<file path="config.mk">
export PLATFORM = sky130hd
export DESIGN_NAME = prog_regfile
export DESIGN_NICKNAME = d
export VERILOG_FILES = /design/src/rtl/regfile_pkg.sv /design/src/rtl/rf_write_decode.sv /design/src/rtl/rf_storage.sv /design/src/rtl/rf_read_port.sv /design/src/rtl/prog_regfile.sv
export SDC_FILE = /design/constraint.sdc
export NUM_CORES = 1
export LEC_CHECK = 0
export BUFFER_PORTS_ARGS = -buffer_cell sky130_fd_sc_hd__buf_4
export CAP_MARGIN = 20
export CORE_ASPECT_RATIO = 0.75
export CORE_MARGIN = 3
export CORE_UTILIZATION = 55
export DETAILED_ROUTE_END_ITERATION = 10
export GPL_TIMING_DRIVEN = 0
export PLACE_DENSITY = 0.72
export SYNTH_ARGS = -nofsm -noshare
export SYNTH_HDL_FRONTEND = slang
export SYNTH_HIERARCHICAL = 1
export SYNTH_SLANG_ARGS = --single-unit
</file>
<file path="constraint.sdc">
create_clock -name clk_i -period 2.12 [get_ports clk_i]
set_input_delay 0.106 -clock clk_i [delete_from_list [all_inputs] [get_ports clk_i]]
set_output_delay 0.106 -clock clk_i [all_outputs]
set_load 0.005 [all_outputs]
</file>
<file path="src/rtl/regfile_pkg.sv">
package regfile_pkg;
  localparam int unsigned RF_DATA_W_DEF = 32;
  localparam int unsigned RF_ID_W_DEF   = 4;

  // The reserved identifier is all ones at any identifier width.
  function automatic int unsigned rf_num_regs(input int unsigned id_w);
    return (1 << id_w) - 1;
  endfunction
endpackage

</file>
<file path="src/rtl/rf_write_decode.sv">
module rf_write_decode #(
  parameter int unsigned ID_W     = regfile_pkg::RF_ID_W_DEF,
  parameter int unsigned NUM_REGS = regfile_pkg::rf_num_regs(ID_W)
) (
  input  logic [ID_W-1:0]     wr_id_i,
  output logic [NUM_REGS-1:0] wr_en_o
);
  // The null identifier matches no slot, so it produces no enable.
  for (genvar g = 0; g < NUM_REGS; g++) begin : g_dec
    assign wr_en_o[g] = (wr_id_i == ID_W'(g));
  end
endmodule

</file>
<file path="src/rtl/rf_storage.sv">
module rf_storage #(
  parameter int unsigned DATA_W   = regfile_pkg::RF_DATA_W_DEF,
  parameter int unsigned NUM_REGS = 15
) (
  input  logic                             clk_i,
  input  logic                             rst_ni,
  input  logic [NUM_REGS-1:0]              wr_en_i,
  input  logic [DATA_W-1:0]                wr_data_i,
  output logic [NUM_REGS-1:0][DATA_W-1:0]  regs_o
);
  for (genvar g = 0; g < NUM_REGS; g++) begin : g_reg
    logic [DATA_W-1:0] q;
    always_ff @(posedge clk_i or negedge rst_ni) begin
      if (!rst_ni)         q <= '0;
      else if (wr_en_i[g]) q <= wr_data_i;
    end
    assign regs_o[g] = q;
  end
endmodule

</file>
<file path="src/rtl/rf_read_port.sv">
module rf_read_port #(
  parameter int unsigned DATA_W   = regfile_pkg::RF_DATA_W_DEF,
  parameter int unsigned ID_W     = regfile_pkg::RF_ID_W_DEF,
  parameter int unsigned NUM_REGS = regfile_pkg::rf_num_regs(ID_W)
) (
  input  logic [NUM_REGS-1:0][DATA_W-1:0] regs_i,
  input  logic [ID_W-1:0]                 rd_id_i,
  output logic [DATA_W-1:0]               rd_data_o
);
  localparam logic [ID_W-1:0] NULL_ID = '1;

  // AND-OR select: the null identifier matches no slot and yields zero.
  always_comb begin
    rd_data_o = '0;
    if (rd_id_i != NULL_ID) begin
      for (int i = 0; i < NUM_REGS; i++) begin
        if (rd_id_i == ID_W'(i)) rd_data_o = rd_data_o | regs_i[i];
      end
    end
  end
endmodule

</file>
<file path="src/rtl/prog_regfile.sv">
module prog_regfile #(
  parameter int unsigned DATA_W = regfile_pkg::RF_DATA_W_DEF,
  parameter int unsigned ID_W   = regfile_pkg::RF_ID_W_DEF
) (
  input  logic              clk_i,
  input  logic              rst_ni,
  input  logic [ID_W-1:0]   rd_a_id_i,
  output logic [DATA_W-1:0] rd_a_data_o,
  input  logic [ID_W-1:0]   rd_b_id_i,
  output logic [DATA_W-1:0] rd_b_data_o,
  input  logic [ID_W-1:0]   wr_id_i,
  input  logic [DATA_W-1:0] wr_data_i
);
  localparam int unsigned NUM_REGS = regfile_pkg::rf_num_regs(ID_W);
  localparam int unsigned NUM_RD   = 2;

  logic [NUM_REGS-1:0]             wr_en;
  logic [NUM_REGS-1:0][DATA_W-1:0] regs;
  logic [NUM_RD-1:0][ID_W-1:0]     rd_id;
  logic [NUM_RD-1:0][DATA_W-1:0]   rd_data;

  rf_write_decode #(.ID_W(ID_W), .NUM_REGS(NUM_REGS)) u_dec (
    .wr_id_i (wr_id_i),
    .wr_en_o (wr_en)
  );

  rf_storage #(.DATA_W(DATA_W), .NUM_REGS(NUM_REGS)) u_store (
    .clk_i     (clk_i),
    .rst_ni    (rst_ni),
    .wr_en_i   (wr_en),
    .wr_data_i (wr_data_i),
    .regs_o    (regs)
  );

  assign rd_id[0] = rd_a_id_i;
  assign rd_id[1] = rd_b_id_i;

  for (genvar p = 0; p < NUM_RD; p++) begin : g_rd
    rf_read_port #(.DATA_W(DATA_W), .ID_W(ID_W), .NUM_REGS(NUM_REGS)) u_rd (
      .regs_i    (regs),
      .rd_id_i   (rd_id[p]),
      .rd_data_o (rd_data[p])
    );
  end

  assign rd_a_data_o = rd_data[0];
  assign rd_b_data_o = rd_data[1];
endmodule

</file>
# == Word level (Yosys, flattened, before mapping) ==
# Cells that the tools add are included.
# classes
add_sub_neg,0
n_mul,0
div,0
order_cmp,0
eq_ne,44
shift,0
muxes,60
bitwise,28
reduce_logical,3
# ops
operator,n
$mux W32,60
$or A32 B32 Y32,28
$eq A4 B4 Y1 const B,21
$eq A4 B3 Y1 const B,12
$eq A4 B2 Y1 const B,6
$eq A4 B1 Y1 const B,3
$logic_not A4 Y1,3
$ne A4 B4 Y1 const B,2
# totals
reg_bits,480
latchBits,0
ramBits,0
rom_bits,0
in_bits,46
out_inout_bits,64
word_cells,150
memories,0

# == Logic depth before layout (Yosys ltp) ==
# depth
word_depth,45
depth_mapped,7
depth_no_buf,4

# == By module ==
# Netlist, hierarchy kept.
# by_module_without_submodules
module,instances,cells_each,area_each_um2,seq_area_each_um2
rf_storage,1,1052,18779.3,12011.5
rf_read_port,2,509,3509.6,0.0
rf_write_decode,1,19,267.8,0.0

# == Worst setup path after synthesis ==
# No wires, ideal clock.
# synth_timing
kind,input to output
from,in rd_a_id_i[2]
to,out rd_a_data_o[10]
arrival_time_ns,1.522
t_required_ns,2.014
setup_slack_ns,0.492
path_stages,6
n_path_buf,2
cell_sequence,buf_6 > clkbuf_1 > mux2i_1 > o22ai_1 > a21oi_1 > or4b_1
# synth_between
elab_chain_cells,45
word_cells_on_any_way,60
classes_between,15 x eq/ne; 30 x mux; 14 x bitwise; 1 x reduce/logical
# synth_rtl
element,line_no,source
start: declaration,prog_regfile.sv:7,"input logic [ID_W-1:0] rd_a_id_i,"
$logic_not A4 Y1,rf_read_port.sv:17,if (rd_id_i == ID_W'(i)) rd_data_o = rd_data_o | regs_i[i];
$mux W32,rf_read_port.sv:17,
$mux W32,rf_read_port.sv:15,if (rd_id_i != NULL_ID) begin
$or A32 B32 Y32,rf_read_port.sv:17,
$mux W32,rf_read_port.sv:17,
$mux W32,rf_read_port.sv:15,
$or A32 B32 Y32,rf_read_port.sv:17,
$mux W32,rf_read_port.sv:17,
[29 not listed],-,
$mux W32,rf_read_port.sv:17,
$mux W32,rf_read_port.sv:15,
$or A32 B32 Y32,rf_read_port.sv:17,
$mux W32,rf_read_port.sv:17,
$mux W32,rf_read_port.sv:15,
$or A32 B32 Y32,rf_read_port.sv:17,
$mux W32,rf_read_port.sv:17,
$mux W32 *,rf_read_port.sv:15,
end: declaration,prog_regfile.sv:8,"output logic [DATA_W-1:0] rd_a_data_o,"
# Every way passes the cells marked *; elsewhere a longest branch is shown, timed or not. The select of a mux whose other input is x is not followed.

# == Worst setup path in the final report ==
# layout_timing
from,reg u_store.g_reg[8].q[30]
to,out rd_b_data_o[30]
# layout_between
elab_chain_cells,21
# layout_rtl
element,line_no,source
start: declaration,rf_storage.sv:12,logic [DATA_W-1:0] q;
start signal: assignment,rf_storage.sv:15,else if (wr_en_i[g]) q <= wr_data_i;
$or A32 B32 Y32 *,rf_read_port.sv:17,
$mux W32 *,rf_read_port.sv:17,
$mux W32 *,rf_read_port.sv:15,
$or A32 B32 Y32,rf_read_port.sv:17,
$mux W32 *,rf_read_port.sv:17,
$mux W32 *,rf_read_port.sv:15,
$or A32 B32 Y32,rf_read_port.sv:17,
$mux W32 *,rf_read_port.sv:17,
[5 not listed],-,
$mux W32 *,rf_read_port.sv:17,
$mux W32 *,rf_read_port.sv:15,
$or A32 B32 Y32,rf_read_port.sv:17,
$mux W32 *,rf_read_port.sv:17,
$mux W32 *,rf_read_port.sv:15,
$or A32 B32 Y32,rf_read_port.sv:17,
$mux W32 *,rf_read_port.sv:17,
$mux W32 *,rf_read_port.sv:15,
end: declaration,prog_regfile.sv:10,"output logic [DATA_W-1:0] rd_b_data_o,"
# Marked as above.

==> results.toml <==
[run_status]
status = "finished with violations"
failed_checks = "setup timing"

[setup_path]
cp-end-kind = "primary output"
critical_path_peak_fanout = 3
startpoint_type = "flop"
cp_cell_sequence = "mux4_2 -> nor2_2 -> nor3_2 -> or3_1 -> buf_6"
r2r_start = "u_store/g_reg[7].q[26]"
critical_path_arrival_ns = 2.24
critical_path_required_ns = 2.01
ff2ff_setup_slack_ns = 1.09
max_stage_delay_ns = 0.52
slowest_stage = "mux4_2"
crit_buf_inv = 1
r2r_cells = 3
r2r_end = "u_store/g_reg[7].q[26]"
crit_family = "simple AND/OR/NAND/NOR gates"
critical_path_class = "reg2out"

[routing]
drtIter0Drc = 2714
drt-vias-per-instance = 7.022
routedWlPerCell_um = 30.84
wl_met3_mm = 11.22
wirelength_mm = 92.04
vias = 20950
drt-pass1-iter-count = 8
drc = 0
met2_length_mm = 39.62
wl_met1_mm = 36.46
routed.top_layer = "met5"
postRouteAntennaNets = 0

[floorplanning]
dieArea_mm2 = 0.05007
placementRows = 68
die_w_um = 257.4
start_util = 0.5611
core_mm2 = 0.04645
die_y_um = 194.5
num_io_pins = 110

[place]
io_buffers = 107
dpl.hpwl_mm = 60.22
dp_slack_ns = -0.4782
place_area_mm2 = 0.02778
place.gp.congestion = 0.9637

[sta]
worstMarginPinSlew_ns = 0.8891
slew_headroom = 0.4073
hold_viol = 0
slew_violations = 0
rsz0062_at_grt = "true"
setup_slack_ns = -0.2247
skew_ns = 0
fmax_mhz = 426.5
whs_ns = 0.1442
finalWorstPathRequiredPeriod_ns = 2.345
period_share = 1.106
setup_violations = 63

[grt]
antenna_found_initial = 0
grt_usage = 0.3574
grt_pass1_wl_mm = 134.8
grt_pass1_vias = 21020
overflow = 0
grt_max_degree = 116

[clock_tree]
clkSlewWorstSetupHoldPaths_ns = 0.06
clock-sinks = 480
cts_buffers = 49
cts_buffer_depth = 3
cts_tree = "done"
insertion_delay_ns = 0.60
h-tree-depth = 2
cts-root-buf = "clkbuf_16"

[finish]
drive_gt1_frac = 0.4482
largest_register_ff_count = 480
regMostFlops = "u_store/g.q"
design_area_mm2 = 0.03107
diodes = 0
utilization = 0.6687
reg_top3 = "u_store/g.q (480)"
syn_to_final_growth_pct = 19.18
nNetsFinal = 2361
nFillCells = 3398

[logic_synthesis]
syn_inst = 2089
synth_most_common_cell = "dfrtp_1"
synth_seq_area_share = 0.4608
yosys-top-cells-area = "dfrtp_1 (46%), mux2_2 (14%), a22oi_1 (9.0%)"
mappedNetlistArea_mm2 = 0.02607
synth_common_cells = "dfrtp_1 (480), mux2_2 (333), a22oi_1 (314)"
yosysWarnings = 6
ys_ff_latch = 480
synth.net_count = 2135
netlist.top_cell.by_area = "dfrtp_1"
synth_top_cell_area_share = 0.4608
syn_area_per_cell_um2 = 12.48
synth_ff_type = "dfrtp_1"
netlist-cell-type-count = 39
synth-async-reset-ratio = 1.000
synth-edff-count = 0

[power_and_ir_drop]
design_power_total_w = 0.02907
power_density_mw_per_mm2 = 935.8
ir_drop_mv = 0.6547
power.leakage_nw = 13.11

[job]
max_cap_violations = 0

[worst_hold_path]
hold-path-endpoint = "u_store/g_reg[7].q[31]"
hp-start = "wr_id_i[1]"
hold_path_depth = 4
hold_path.class = "in2reg"
cells by family after synthesis:
family	synth area share
compound gates	0.1504
simple gates	0.05184
flops	0.4608
buf+inv	0.05751
mux	0.2794
through the flow:
step,TNS [ns],std cells
floorplan,0,2089
global placement,-1897.30,2826
detailed placement,-18.66,2830
CTS,-3.677,2968
global route,-7.136,2984
finish,-4.064,2984
report_power, final:
part	total [W]	leakage, nW	switching, W	internal, W
logic	0.00725	6.52	0.00305	0.00420
registers	0.0130	5.76	0.00175	0.0112
clock network	0.00887	0.823	0.00379	0.00509
total	0.0291	13.1	0.00859	0.0205
timing repair:
| action | 4_1_cts | 5_1_grt |
|---|---|---|
| gates cloned | 0 | 2 |
| pin swaps | 57 | 18 |
| resized for setup | 217 | 102 |
| endpoints found under the hold margin | 423 | 0 |
| setup buffers | 13 | 14 |
| hold buffers | 35 | 0 |
| setup endpoints to repair | 64 | 263 |
cells in the final DEF (no fill, tap or decap), types with 6 or more instances in the layout:
| cell | synthesis | final |
|---|---|---|
| a21oi_1 | 58 | 54 |
| a22oi_1 | 314 | 256 |
| a22oi_2 | 0 | 58 |
| and4bb_1 | 6 | 6 |
| buf_2 | 46 | 50 |
| buf_4 | 8 | 80 |
| buf_6 | 68 | 129 |
| clkbuf_1 | 100 | 59 |
| clkbuf_16 | 0 | 51 |
| clkbuf_2 | 0 | 48 |
| clkbuf_4 | 0 | 9 |
| clkbuf_8 | 0 | 13 |
| clkinv_2 | 0 | 13 |
| dfrtp_1 | 480 | 480 |
| dlygate4sd3_1 | 0 | 35 |
| mux2_2 | 333 | 333 |
| mux2_4 | 151 | 151 |
| mux2i_1 | 122 | 122 |
| nand2_1 | 8 | 8 |
| nor2_1 | 72 | 69 |
| nor2b_1 | 10 | 10 |
| o22ai_1 | 184 | 158 |
| o22ai_2 | 0 | 26 |
| or4b_4 | 0 | 56 |
how the worst max path moves through the flow:
stage | startpoint | endpoint | slack, ns | cells past startpoint
CTS | u_store/g_reg[4].q[29] | rd_b_data_o[29] | -0.17 | 4
finish | u_store/g_reg[8].q[30] | rd_b_data_o[30] | -0.22 | 5
global placement | rst_ni | u_store/g_reg[3].q[28] | -3.98 | 1
global route | u_store/g_reg[11].q[29] | rd_a_data_o[29] | -0.24 | 5
detailed placement | rd_a_id_i[3] | rd_a_data_o[18] | -0.48 | 8
floorplan | rd_a_id_i[2] | rd_a_data_o[10] | 0.49 | 6
worst min-delay path, delay by kind of cell:
family,cells,cell delay [ns]
simple gates,1,0.22
mux,1,0.15
buf+inv,2,0.24
final cells by class:
type / instances / area, um2 / area share
Buffer: 238 / 1590 / 0.05119
Clock buffer: 70 / 1435 / 0.04620
Clock inverter: 20 / 205.2 / 0.006605
Inverter: 2 / 7.507 / 0.0002417
Multi-Input combinational cell: 1369 / 13280 / 0.4273
Sequential cell: 480 / 12010 / 0.3866
Tap cell: 630 / 788.3 / 0.02537
Timing Repair Buffer: 175 / 1753 / 0.05643
layer usage:
layer | vias up | GRT usage
met3 | 338 | 0.1293
met1 | 10620 | 0.4747
li1 | 8503 | -
met2 | 1493 | 0.5207
met5 | - | 0.008621
met4 | 2 | 0.1711
No activity file was read; power rests on OpenSTA's default activity.
